File: src/rtl/alu_pkg.sv
package alu_pkg;

  localparam logic [5:0] OPC_REG   = 6'h00;
  localparam logic [5:0] OPC_ADDI  = 6'h08;
  localparam logic [5:0] OPC_SLTI  = 6'h0a;
  localparam logic [5:0] OPC_SLTIU = 6'h0b;
  localparam logic [5:0] OPC_ANDI  = 6'h0c;
  localparam logic [5:0] OPC_ORI   = 6'h0d;
  localparam logic [5:0] OPC_LUI   = 6'h0f;

  localparam logic [5:0] FN_SLL  = 6'h00;
  localparam logic [5:0] FN_SRL  = 6'h02;
  localparam logic [5:0] FN_SRA  = 6'h03;
  localparam logic [5:0] FN_ADD  = 6'h20;
  localparam logic [5:0] FN_SUB  = 6'h22;
  localparam logic [5:0] FN_AND  = 6'h24;
  localparam logic [5:0] FN_OR   = 6'h25;
  localparam logic [5:0] FN_NOR  = 6'h27;
  localparam logic [5:0] FN_SLT  = 6'h2a;
  localparam logic [5:0] FN_SLTU = 6'h2b;

  typedef enum logic [3:0] {
    K_ADD, K_SUB, K_SLL, K_SRL, K_SRA, K_AND, K_OR, K_NOR,
    K_SLT, K_SLTU, K_LUI, K_BAD
  } alu_kind_e;

  typedef struct packed {
    alu_kind_e kind;
    logic      use_imm;   // second operand taken from the immediate
    logic      imm_sext;  // sign-extend (1) or zero-extend (0)
  } alu_ctl_t;

endpackage

File: src/rtl/alu_decode.sv
module alu_decode
  import alu_pkg::*;
(
  input  logic [5:0] op_i,
  input  logic [5:0] fn_i,
  output alu_ctl_t   ctl_o
);

  always_comb begin
    ctl_o = '{kind: K_BAD, use_imm: 1'b0, imm_sext: 1'b0};
    case (op_i)
      OPC_REG: begin
        case (fn_i)
          FN_ADD:  ctl_o.kind = K_ADD;
          FN_SUB:  ctl_o.kind = K_SUB;
          FN_SLL:  ctl_o.kind = K_SLL;
          FN_SRL:  ctl_o.kind = K_SRL;
          FN_SRA:  ctl_o.kind = K_SRA;
          FN_AND:  ctl_o.kind = K_AND;
          FN_OR:   ctl_o.kind = K_OR;
          FN_NOR:  ctl_o.kind = K_NOR;
          FN_SLT:  ctl_o.kind = K_SLT;
          FN_SLTU: ctl_o.kind = K_SLTU;
          default: ctl_o.kind = K_BAD;
        endcase
      end
      OPC_ADDI:  ctl_o = '{kind: K_ADD,  use_imm: 1'b1, imm_sext: 1'b1};
      OPC_SLTI:  ctl_o = '{kind: K_SLT,  use_imm: 1'b1, imm_sext: 1'b1};
      OPC_SLTIU: ctl_o = '{kind: K_SLTU, use_imm: 1'b1, imm_sext: 1'b1};
      OPC_ANDI:  ctl_o = '{kind: K_AND,  use_imm: 1'b1, imm_sext: 1'b0};
      OPC_ORI:   ctl_o = '{kind: K_OR,   use_imm: 1'b1, imm_sext: 1'b0};
      OPC_LUI:   ctl_o = '{kind: K_LUI,  use_imm: 1'b1, imm_sext: 1'b0};
      default:   ctl_o = '{kind: K_BAD,  use_imm: 1'b0, imm_sext: 1'b0};
    endcase
  end

endmodule

File: src/rtl/alu_shifter.sv
module alu_shifter #(
  parameter int DATA_W = 32,
  parameter int SH_W   = $clog2(DATA_W)
) (
  input  logic [DATA_W-1:0] din_i,
  input  logic [SH_W-1:0]   amt_i,
  input  logic              left_i,
  input  logic              arith_i,
  output logic [DATA_W-1:0] dout_o
);

  logic [DATA_W-1:0] flipped_in;
  logic [DATA_W-1:0] flipped_out;
  logic [DATA_W-1:0] stage [0:SH_W];
  logic              fill;

  // A left shift is a right shift of the bit-reversed word.
  for (genvar i = 0; i < DATA_W; i++) begin : g_rev
    assign flipped_in[i]  = din_i[DATA_W-1-i];
    assign flipped_out[i] = stage[SH_W][DATA_W-1-i];
  end

  assign fill     = arith_i & ~left_i & din_i[DATA_W-1];
  assign stage[0] = left_i ? flipped_in : din_i;

  for (genvar s = 0; s < SH_W; s++) begin : g_stage
    localparam int STEP = 1 << s;
    assign stage[s+1] = amt_i[s]
                      ? {{STEP{fill}}, stage[s][DATA_W-1:STEP]}
                      : stage[s];
  end

  assign dout_o = left_i ? flipped_out : stage[SH_W];

endmodule

File: src/rtl/alu_addsub.sv
module alu_addsub #(
  parameter int DATA_W = 32
) (
  input  logic [DATA_W-1:0] a_i,
  input  logic [DATA_W-1:0] b_i,
  input  logic              sub_i,
  output logic [DATA_W-1:0] sum_o,
  output logic              lt_s_o,
  output logic              lt_u_o
);

  logic [DATA_W:0]   wide;
  logic [DATA_W-1:0] b_eff;

  assign b_eff = sub_i ? ~b_i : b_i;
  assign wide  = {1'b0, a_i} + {1'b0, b_eff} + {{DATA_W{1'b0}}, sub_i};
  assign sum_o = wide[DATA_W-1:0];

  // Valid when sub_i is set: no carry out means a borrow, so a < b unsigned.
  assign lt_u_o = ~wide[DATA_W];
  assign lt_s_o = (a_i[DATA_W-1] ^ b_i[DATA_W-1]) ? a_i[DATA_W-1]
                                                  : wide[DATA_W-1];

endmodule

File: src/rtl/alu_exec.sv
module alu_exec
  import alu_pkg::*;
#(
  parameter int DATA_W = 32,
  parameter int IMM_W  = 16,
  parameter int SH_W   = $clog2(DATA_W)
) (
  input  logic              clk,
  input  logic              rst,
  input  logic [5:0]        op_i,
  input  logic [5:0]        fn_i,
  input  logic [SH_W-1:0]   sh_i,
  input  logic [DATA_W-1:0] a_i,
  input  logic [DATA_W-1:0] b_i,
  input  logic [IMM_W-1:0]  imm_i,
  output logic [DATA_W-1:0] res_o,
  output logic              zero_o,
  output logic              illegal_o
);

  localparam int EXT_W = DATA_W - IMM_W;

  alu_ctl_t          ctl;
  logic [DATA_W-1:0] imm_ext;
  logic [DATA_W-1:0] opnd_b;
  logic [DATA_W-1:0] sum;
  logic [DATA_W-1:0] shifted;
  logic              lt_s;
  logic              lt_u;
  logic              sub_en;
  logic [DATA_W-1:0] res_d;

  alu_decode u_dec (
    .op_i  (op_i),
    .fn_i  (fn_i),
    .ctl_o (ctl)
  );

  assign imm_ext = ctl.imm_sext ? {{EXT_W{imm_i[IMM_W-1]}}, imm_i}
                                : {{EXT_W{1'b0}}, imm_i};
  assign opnd_b  = ctl.use_imm ? imm_ext : b_i;
  assign sub_en  = (ctl.kind == K_SUB) || (ctl.kind == K_SLT) ||
                   (ctl.kind == K_SLTU);

  alu_addsub #(.DATA_W(DATA_W)) u_add (
    .a_i    (a_i),
    .b_i    (opnd_b),
    .sub_i  (sub_en),
    .sum_o  (sum),
    .lt_s_o (lt_s),
    .lt_u_o (lt_u)
  );

  alu_shifter #(.DATA_W(DATA_W), .SH_W(SH_W)) u_shf (
    .din_i   (b_i),
    .amt_i   (sh_i),
    .left_i  (ctl.kind == K_SLL),
    .arith_i (ctl.kind == K_SRA),
    .dout_o  (shifted)
  );

  always_comb begin
    case (ctl.kind)
      K_ADD, K_SUB:       res_d = sum;
      K_SLL, K_SRL, K_SRA: res_d = shifted;
      K_AND:              res_d = a_i & opnd_b;
      K_OR:               res_d = a_i | opnd_b;
      K_NOR:              res_d = ~(a_i | opnd_b);
      K_SLT:              res_d = {{(DATA_W-1){1'b0}}, lt_s};
      K_SLTU:             res_d = {{(DATA_W-1){1'b0}}, lt_u};
      K_LUI:              res_d = {imm_i, {EXT_W{1'b0}}};
      default:            res_d = '0;
    endcase
  end

  always_ff @(posedge clk) begin
    if (rst) begin
      res_o     <= '0;
      zero_o    <= 1'b1;
      illegal_o <= 1'b0;
    end else begin
      res_o     <= res_d;
      zero_o    <= (res_d == '0);
      illegal_o <= (ctl.kind == K_BAD);
    end
  end

endmodule

File: config.mk
export PLATFORM = sky130hd
export DESIGN_NAME = alu_exec
export DESIGN_NICKNAME = d
export VERILOG_FILES = /design/src/rtl/alu_pkg.sv /design/src/rtl/alu_decode.sv /design/src/rtl/alu_shifter.sv /design/src/rtl/alu_addsub.sv /design/src/rtl/alu_exec.sv
export SDC_FILE = /design/constraint.sdc
export NUM_CORES = 1
export LEC_CHECK = 0
export BUFFER_PORTS_ARGS = -buffer_cell sky130_fd_sc_hd__buf_2
export CORE_ASPECT_RATIO = 1.4
export CORE_UTILIZATION = 45
export CTS_BUF_LIST = sky130_fd_sc_hd__clkbuf_8
export CTS_CLUSTER_SIZE = 40
export DETAILED_ROUTE_END_ITERATION = 6
export HOLD_SLACK_MARGIN = 0.12
export PLACE_DENSITY = 0.65
export SETUP_SLACK_MARGIN = 0.1
export SLEW_MARGIN = 10
export SYNTH_ARGS = -nofsm -noshare
export SYNTH_HDL_FRONTEND = slang
export SYNTH_SLANG_ARGS = --single-unit
export TNS_END_PERCENT = 10
File: constraint.sdc
create_clock -name clk -period 7 [get_ports clk]
set_input_delay 0.7 -clock clk [delete_from_list [all_inputs] [get_ports clk]]
set_output_delay 0.7 -clock clk [all_outputs]
set_load 0.02 [all_outputs]
# After elaboration in Yosys (flattened, before gate mapping)

Index checks and enable logic that the tools add are counted.

Add/sub/neg operators: 2
Multiply operators: 0
Divide/modulo/power cells: 0
$lt $le $gt $ge: 0
Eq/ne operators: 26
Shift-type cells: 0
Multiplexer cells: 15
Bitwise gates (word level): 9
Reductions and logical operators: 10

Operators with widths:

| operator             | count |
|---|---|
| $mux W32             | 10 |
| $pmux W32 S8         | 1 |
| $not A32 Y32         | 2 |
| $eq A6 B6 Y1 const B | 7 |
| $pmux W4 S10         | 1 |
| $eq A6 B4 Y1 const B | 6 |
| $add A32 B32 Y33     | 1 |
| $add A33 B1 Y33      | 1 |
| $and A32 B32 Y32     | 1 |
| $logic_not A32 Y1    | 1 |
| $or A32 B32 Y32      | 1 |
| $pmux W4 S7          | 1 |
| $eq A4 B3 Y1 const B | 4 |
| $eq A4 B4 Y1 const B | 4 |
| $eq A6 B2 Y1 const B | 2 |
| $logic_not A6 Y1     | 2 |
| $reduce_or A3 Y1     | 3 |
| $eq A4 B2 Y1 const B | 2 |
| $eq A4 B1 Y1 const B | 1 |
| $logic_not A4 Y1     | 1 |
| $pmux W2 S2          | 1 |
| $and A1 B1 Y1        | 2 |
| $logic_or A1 B1 Y1   | 2 |
| $not A1 Y1           | 2 |
| other kinds (3)      | 3 |

Register bits: 34
Latch bits: 0
Memory bits (writable): 0
ROM bits: 0
Bits of input ports: 99
Output and inout bits: 34
Logic and storage cells: 65
Memories: 0

# Logic depth before layout (Yosys ltp)

Depth in word-level cells: 15
Depth in mapped cells: 24
Mapped depth without buffers: 20

# Hierarchy

A second synthesis with hierarchy kept.

Cell total of the unflattened synthesis: 1,182
Area, all modules: 8,803.4 um^2

By module, submodules not included:

| module      | instances | cells each | area each (um^2) | sequential area each (um^2) |
|---|---|---|---|---|
| alu_shifter | 1         | 461        | 3,594.7          | 0.0 |
| alu_exec    | 1         | 386        | 2,866.5          | 680.7 |
| alu_addsub  | 1         | 294        | 2,089.5          | 0.0 |
| alu_decode  | 1         | 41         | 252.7            | 0.0 |

# Worst setup path after synthesis

No wires, ideal clock.

Path kind: input to register
From: input port fn_i[2]
To: register zero_o
Setup time: 0.096 ns
Arrival: 6.174 ns
Setup slack: 0.730 ns
Stages on the path: 23
Path buffers: 4
Cell sequence: buf_6 > nor2b_2 > or4b_1 > and4_4 > buf_6 > nor4_1 > clkbuf_1 > buf_1 > xnor2_1 > ha_1 > a21oi_1 > o21ai_0 > a31oi_1 > a21oi_1 > o22ai_1 > xnor2_1 > a221oi_1 > o211ai_1 > or4_1 > nor4_1 > and4_1 > nand4_1 > o41ai_2

Longest elaborated chain between the ends: 15
Elaborated cells on any way between the ends: 44

Ends and longest elaborated chain:

| element                                                                   | line             | source |
|---|---|---|
| from (decl)                                                               | alu_exec.sv:11   | `input logic [5:0] fn_i,` |
| $eq A6 B6 Y1, or another cell as far along                                | alu_decode.sv:13 | `case (fn_i)` |
| $pmux W4 S10 (*)                                                          | alu_decode.sv:13 |  |
| $pmux W4 S7 (*)                                                           | alu_decode.sv:11 | `case (op_i)` |
| parallel branches: the longest is 10 deep, another holds $add A32 B32 Y33 | --               |  |
| $pmux W32 S8 (*)                                                          | alu_exec.sv:63   | `case (ctl.kind)` |
| $logic_not A32 Y1 (*)                                                     | alu_exec.sv:83   | `zero_o <= (res_d == '0);` |
| to (signal assigned)                                                      | alu_exec.sv:83   |  |
| to (decl)                                                                 | alu_exec.sv:17   | `output logic zero_o,` |

Every way passes the cells marked *.
A chain may end at the register's enable or synchronous reset.

# Worst setup path in the final report

From: input port fn_i[3]
To: register zero_o

The elaborated chain is that of the path after synthesis.

==> results.py <==
metrics = {
    "status": {
        "status": "finished with violations",
        "violations": "DRC",
    },
    "power_and_ir_drop": {
        "power.leakage_nw": 4.234,
        "intPower_mw": 0.5502,
        "sw_frac_of_total_pct": 52.44,
        "vdd.ir_drop.worst_v": 0.0001314,
        "power.switching_mw": 0.6067,
        "power_frac_comb_pct": 70.4,
        "power.share.clock_pct": 12.5,
        "sequentialPowerShare_pct": 17.1,
        "p_per_area_nw_per_um2": 113.7,
    },
    "critical_path": {
        "critPathRequiredTime_ps": 7180,
        "critPathMaxStageDelay_ps": 660,
        "end_kind": "flop",
        "crit_top_cell": "a21oi_1",
        "critPathArrivalTime_ps": 6740,
        "start_kind": "input port",
        "slowest_stage": "mux2i_1",
        "worstPathCellList": "buf_2 -> nand2b_1 -> or4b_1 -> and4_4 -> nor4_2 -> buf_12 -> xnor2_1 -> ha_1 -> a21oi_1 -> o21bai_1 -> a21oi_1 -> o211ai_1 -> a211oi_1 -> a21oi_1 -> mux2i_1 -> o221ai_1 -> a311o_1 -> or4b_1 -> nor4_1 -> nand4_1 -> o41ai_2",
        "worstPathMaxFanout": 31,
        "critical_path_class": "in2reg",
    },
    "placement": {
        "dp_hpwl_um": 36770,
        "place_congestion": 1.083,
        "io_buffers": 132,
        "dp_cells": 1673,
    },
    "synth": {
        "ys_seq_area_share_pct": 7.305,
        "async_flop_share_pct": 0,
        "syn_avg_cell_area_um2": 6.821,
        "synth_flop_cell": "dfxtp_1",
        "synth_cells": 1366,
        "synth_cell_types": 94,
        "yosys_warnings": 0,
        "synth_seq_cells": 34,
        "synth_fp_nets": 1500,
        "syn_area_um2": 9318,
        "yosysTopAreaCell": "mux2i_1",
        "synth_top_cell_area_share_pct": 8.379,
        "synth_edf_count": 0,
        "synth_area_leaders": "mux2i_1 8.4%, dfxtp_1 7.3%, a21oi_1 6.6%",
    },
    "grt": {
        "grt_pass1_wl_um": 71000,
        "grt_pass1_vias": 11350,
        "overflow": 0,
        "grt_max_degree": 61,
        "grt_antenna_before_repair": 1,
        "grt_usage_pct": 45.53,
    },
    "worst_hold_path": {
        "min_from": "rst",
        "holdPathStages": 2,
        "hold_path_end": "res_o[23]",
        "hp-class": "in2reg",
    },
    "sta": {
        "fin_crit_ps": 6562,
        "rsz0062_at_grt": "false",
        "tightest_slew_ps": 1247,
        "tns_ps": 0,
        "relSlewSlack_pct": 14.47,
        "hold_viol": 0,
        "slew_violations": 0,
        "fin_crit_sh_pct": 93.74,
        "setup_violations": 0,
        "fmax_mhz": 152.4,
    },
    "cells_and_area": {
        "drive_above_1_share_pct": 16.36,
        "fin_cells": 1682,
        "diodes": 0,
        "final_cell_mix": "132 x buf_2, 131 x nor2_1, 123 x a21oi_1",
        "area_delta_synth_final_pct": 9.212,
        "final_common_cell": "buf_2",
        "final_nets": 1563,
        "fill_cells": 2089,
    },
    "floorplanning": {
        "fp.coreArea_um2": 20070,
        "chipWidth_um": 123.6,
        "rows": 61,
        "initial_core_util_pct": 46.42,
        "dieHeight_um": 172.3,
        "dieArea_um2": 21290,
        "io_pins": 133,
    },
    "clock_network": {
        "cts_sinks": 34,
        "h-tree-depth": 2,
        "postCtsHoldBufs": 0,
        "cts.path.max_buffers": 2,
        "tritoncts": "built",
        "cts_resized": 0,
        "post_cts_buffers": 0,
        "clkTransAtPathRegs_ps": 70,
        "root_buffer": "clkbuf_8",
        "cts_made_buffers": 5,
    },
    "routing": {
        "vias": 12390,
        "routedWlPerCell_um": 28.66,
        "post_drt_via_cell_ratio": 7.369,
        "firstDrtPassIters": 7,
        "ant_nets": 0,
        "routed_wl_um": 48200,
        "post-route-drc-count": 1,
        "drt_iter0_drc": 1999,
    },
    "run": {
        "cap_violations": 0,
    },
}
==> sequential cells by signal (all words and copies together), names as in the netlist <==
| signal | flops |
|---|---|
| zero_o | 1 |
| illegal_o | 1 |
| res_o | 32 |
==> worst max-delay path, delay by kind of cell <==
kind | cells | cell delay, ps
fa+ha+maj | 1 | 380
xor+xnor | 1 | 110
simple gates | 7 | 2300
compound gates | 9 | 2110
mux | 1 | 660
buf+inv | 2 | 420
==> cell families after synthesis <==
logic type	share of synthesized area, %
AOI/OAI and AO/OA	39.60
and+or+nand+nor	24.35
buffers and inverters	6.002
muxes	12.61
xor gates and xnor gates	5.358
adders and majority gates	4.780
DFF	7.305
==> final cells by class <==
cell class / instances / area, um2 / share of cell area, %
clock buffers: 6 / 82.58 / 0.8115
clock inverters: 2 / 8.758 / 0.08607
inverters: 32 / 120.1 / 1.180
multi-input cells: 1201 / 8125 / 79.85
flip-flops and latches: 34 / 680.7 / 6.689
well taps: 252 / 315.3 / 3.098
repair buffers: 155 / 843.3 / 8.287
==> per-stage QoR <==
step | instance area, um2 | total power [mW] | setup slack [ps] | hold slack, ps | utilization [%]
after floorplan | 9318 | 0.7076 | 730.3 | 964.6 | -
after global placement | 10070 | 0.9674 | 797.8 | 1117 | 50.15
after detailed placement | 10070 | 0.9681 | 621.6 | 1116 | 50.15
after CTS | 10160 | 1.113 | 913.2 | 842.9 | 50.60
after global routing | 10180 | 1.208 | 290.0 | 861.1 | 50.70
final | 10180 | 1.157 | 438.5 | 849.9 | 50.70
==> worst max path at each step <==
stage                     startpoint  endpoint  slack [ps]  cells after the start
after CTS                    fn_i[3]    zero_o         910                     21
final                        fn_i[3]    zero_o         440                     21
after global placement       fn_i[3]    zero_o         800                     21
after global routing         fn_i[3]    zero_o         290                     21
after floorplan              fn_i[2]    zero_o         730                     23
after detailed placement     fn_i[3]    zero_o         620                     21
==> synth_stat cells (all sizes together) (6+ instances only) <==
cell type and count:
nor3b 9, nand3 26, nand2b 11, nor2b 17
o221ai 8, nand2 116, ha 34, a221oi 14
a222oi 6, o22ai 31, a2bb2oi 10, o21a 10
a311oi 6, inv 31, buf 41, nor2 134
a21o 31, a32oi 7, o21ai 103, a21boi 6
and3 21, nor4 9, a211oi 29, or2 8
or3 11, o211ai 35, a31oi 17, nand3b 14
a21oi 124, dfxtp 34, a211o 6, clkbuf 58
mux2 31, xnor2 39, xor2 18, and2 16
nor3 35, a221o 10, mux2i 78, a22oi 24
nand4 17
==> power groups by stage <==
| stage | combinational [mW] | sequential, mW | clock (mW) |
|---|---|---|---|
| CTS | 0.769 | 0.198 | 0.146 |
| floorplan | 0.501 | 0.207 | 0 |
| finish | 0.815 | 0.198 | 0.144 |
| detailed placement | 0.766 | 0.202 | 0 |
| global route | 0.854 | 0.198 | 0.155 |
| global placement | 0.765 | 0.203 | 0 |
==> routing by layer <==
| metal | part of all wire (%) | wire (um) | track usage (%) |
|---|---|---|---|
| met1 | 35 | 17040 | 53.35 |
| met2 | 43 | 20690 | 70.07 |
| met3 | 12 | 5580 | 10.95 |
| met4 | 10 | 4871 | 36.25 |
| met5 | 0.027 | 13 | 0 |
Note: power is estimated with default switching activity, not from simulation.
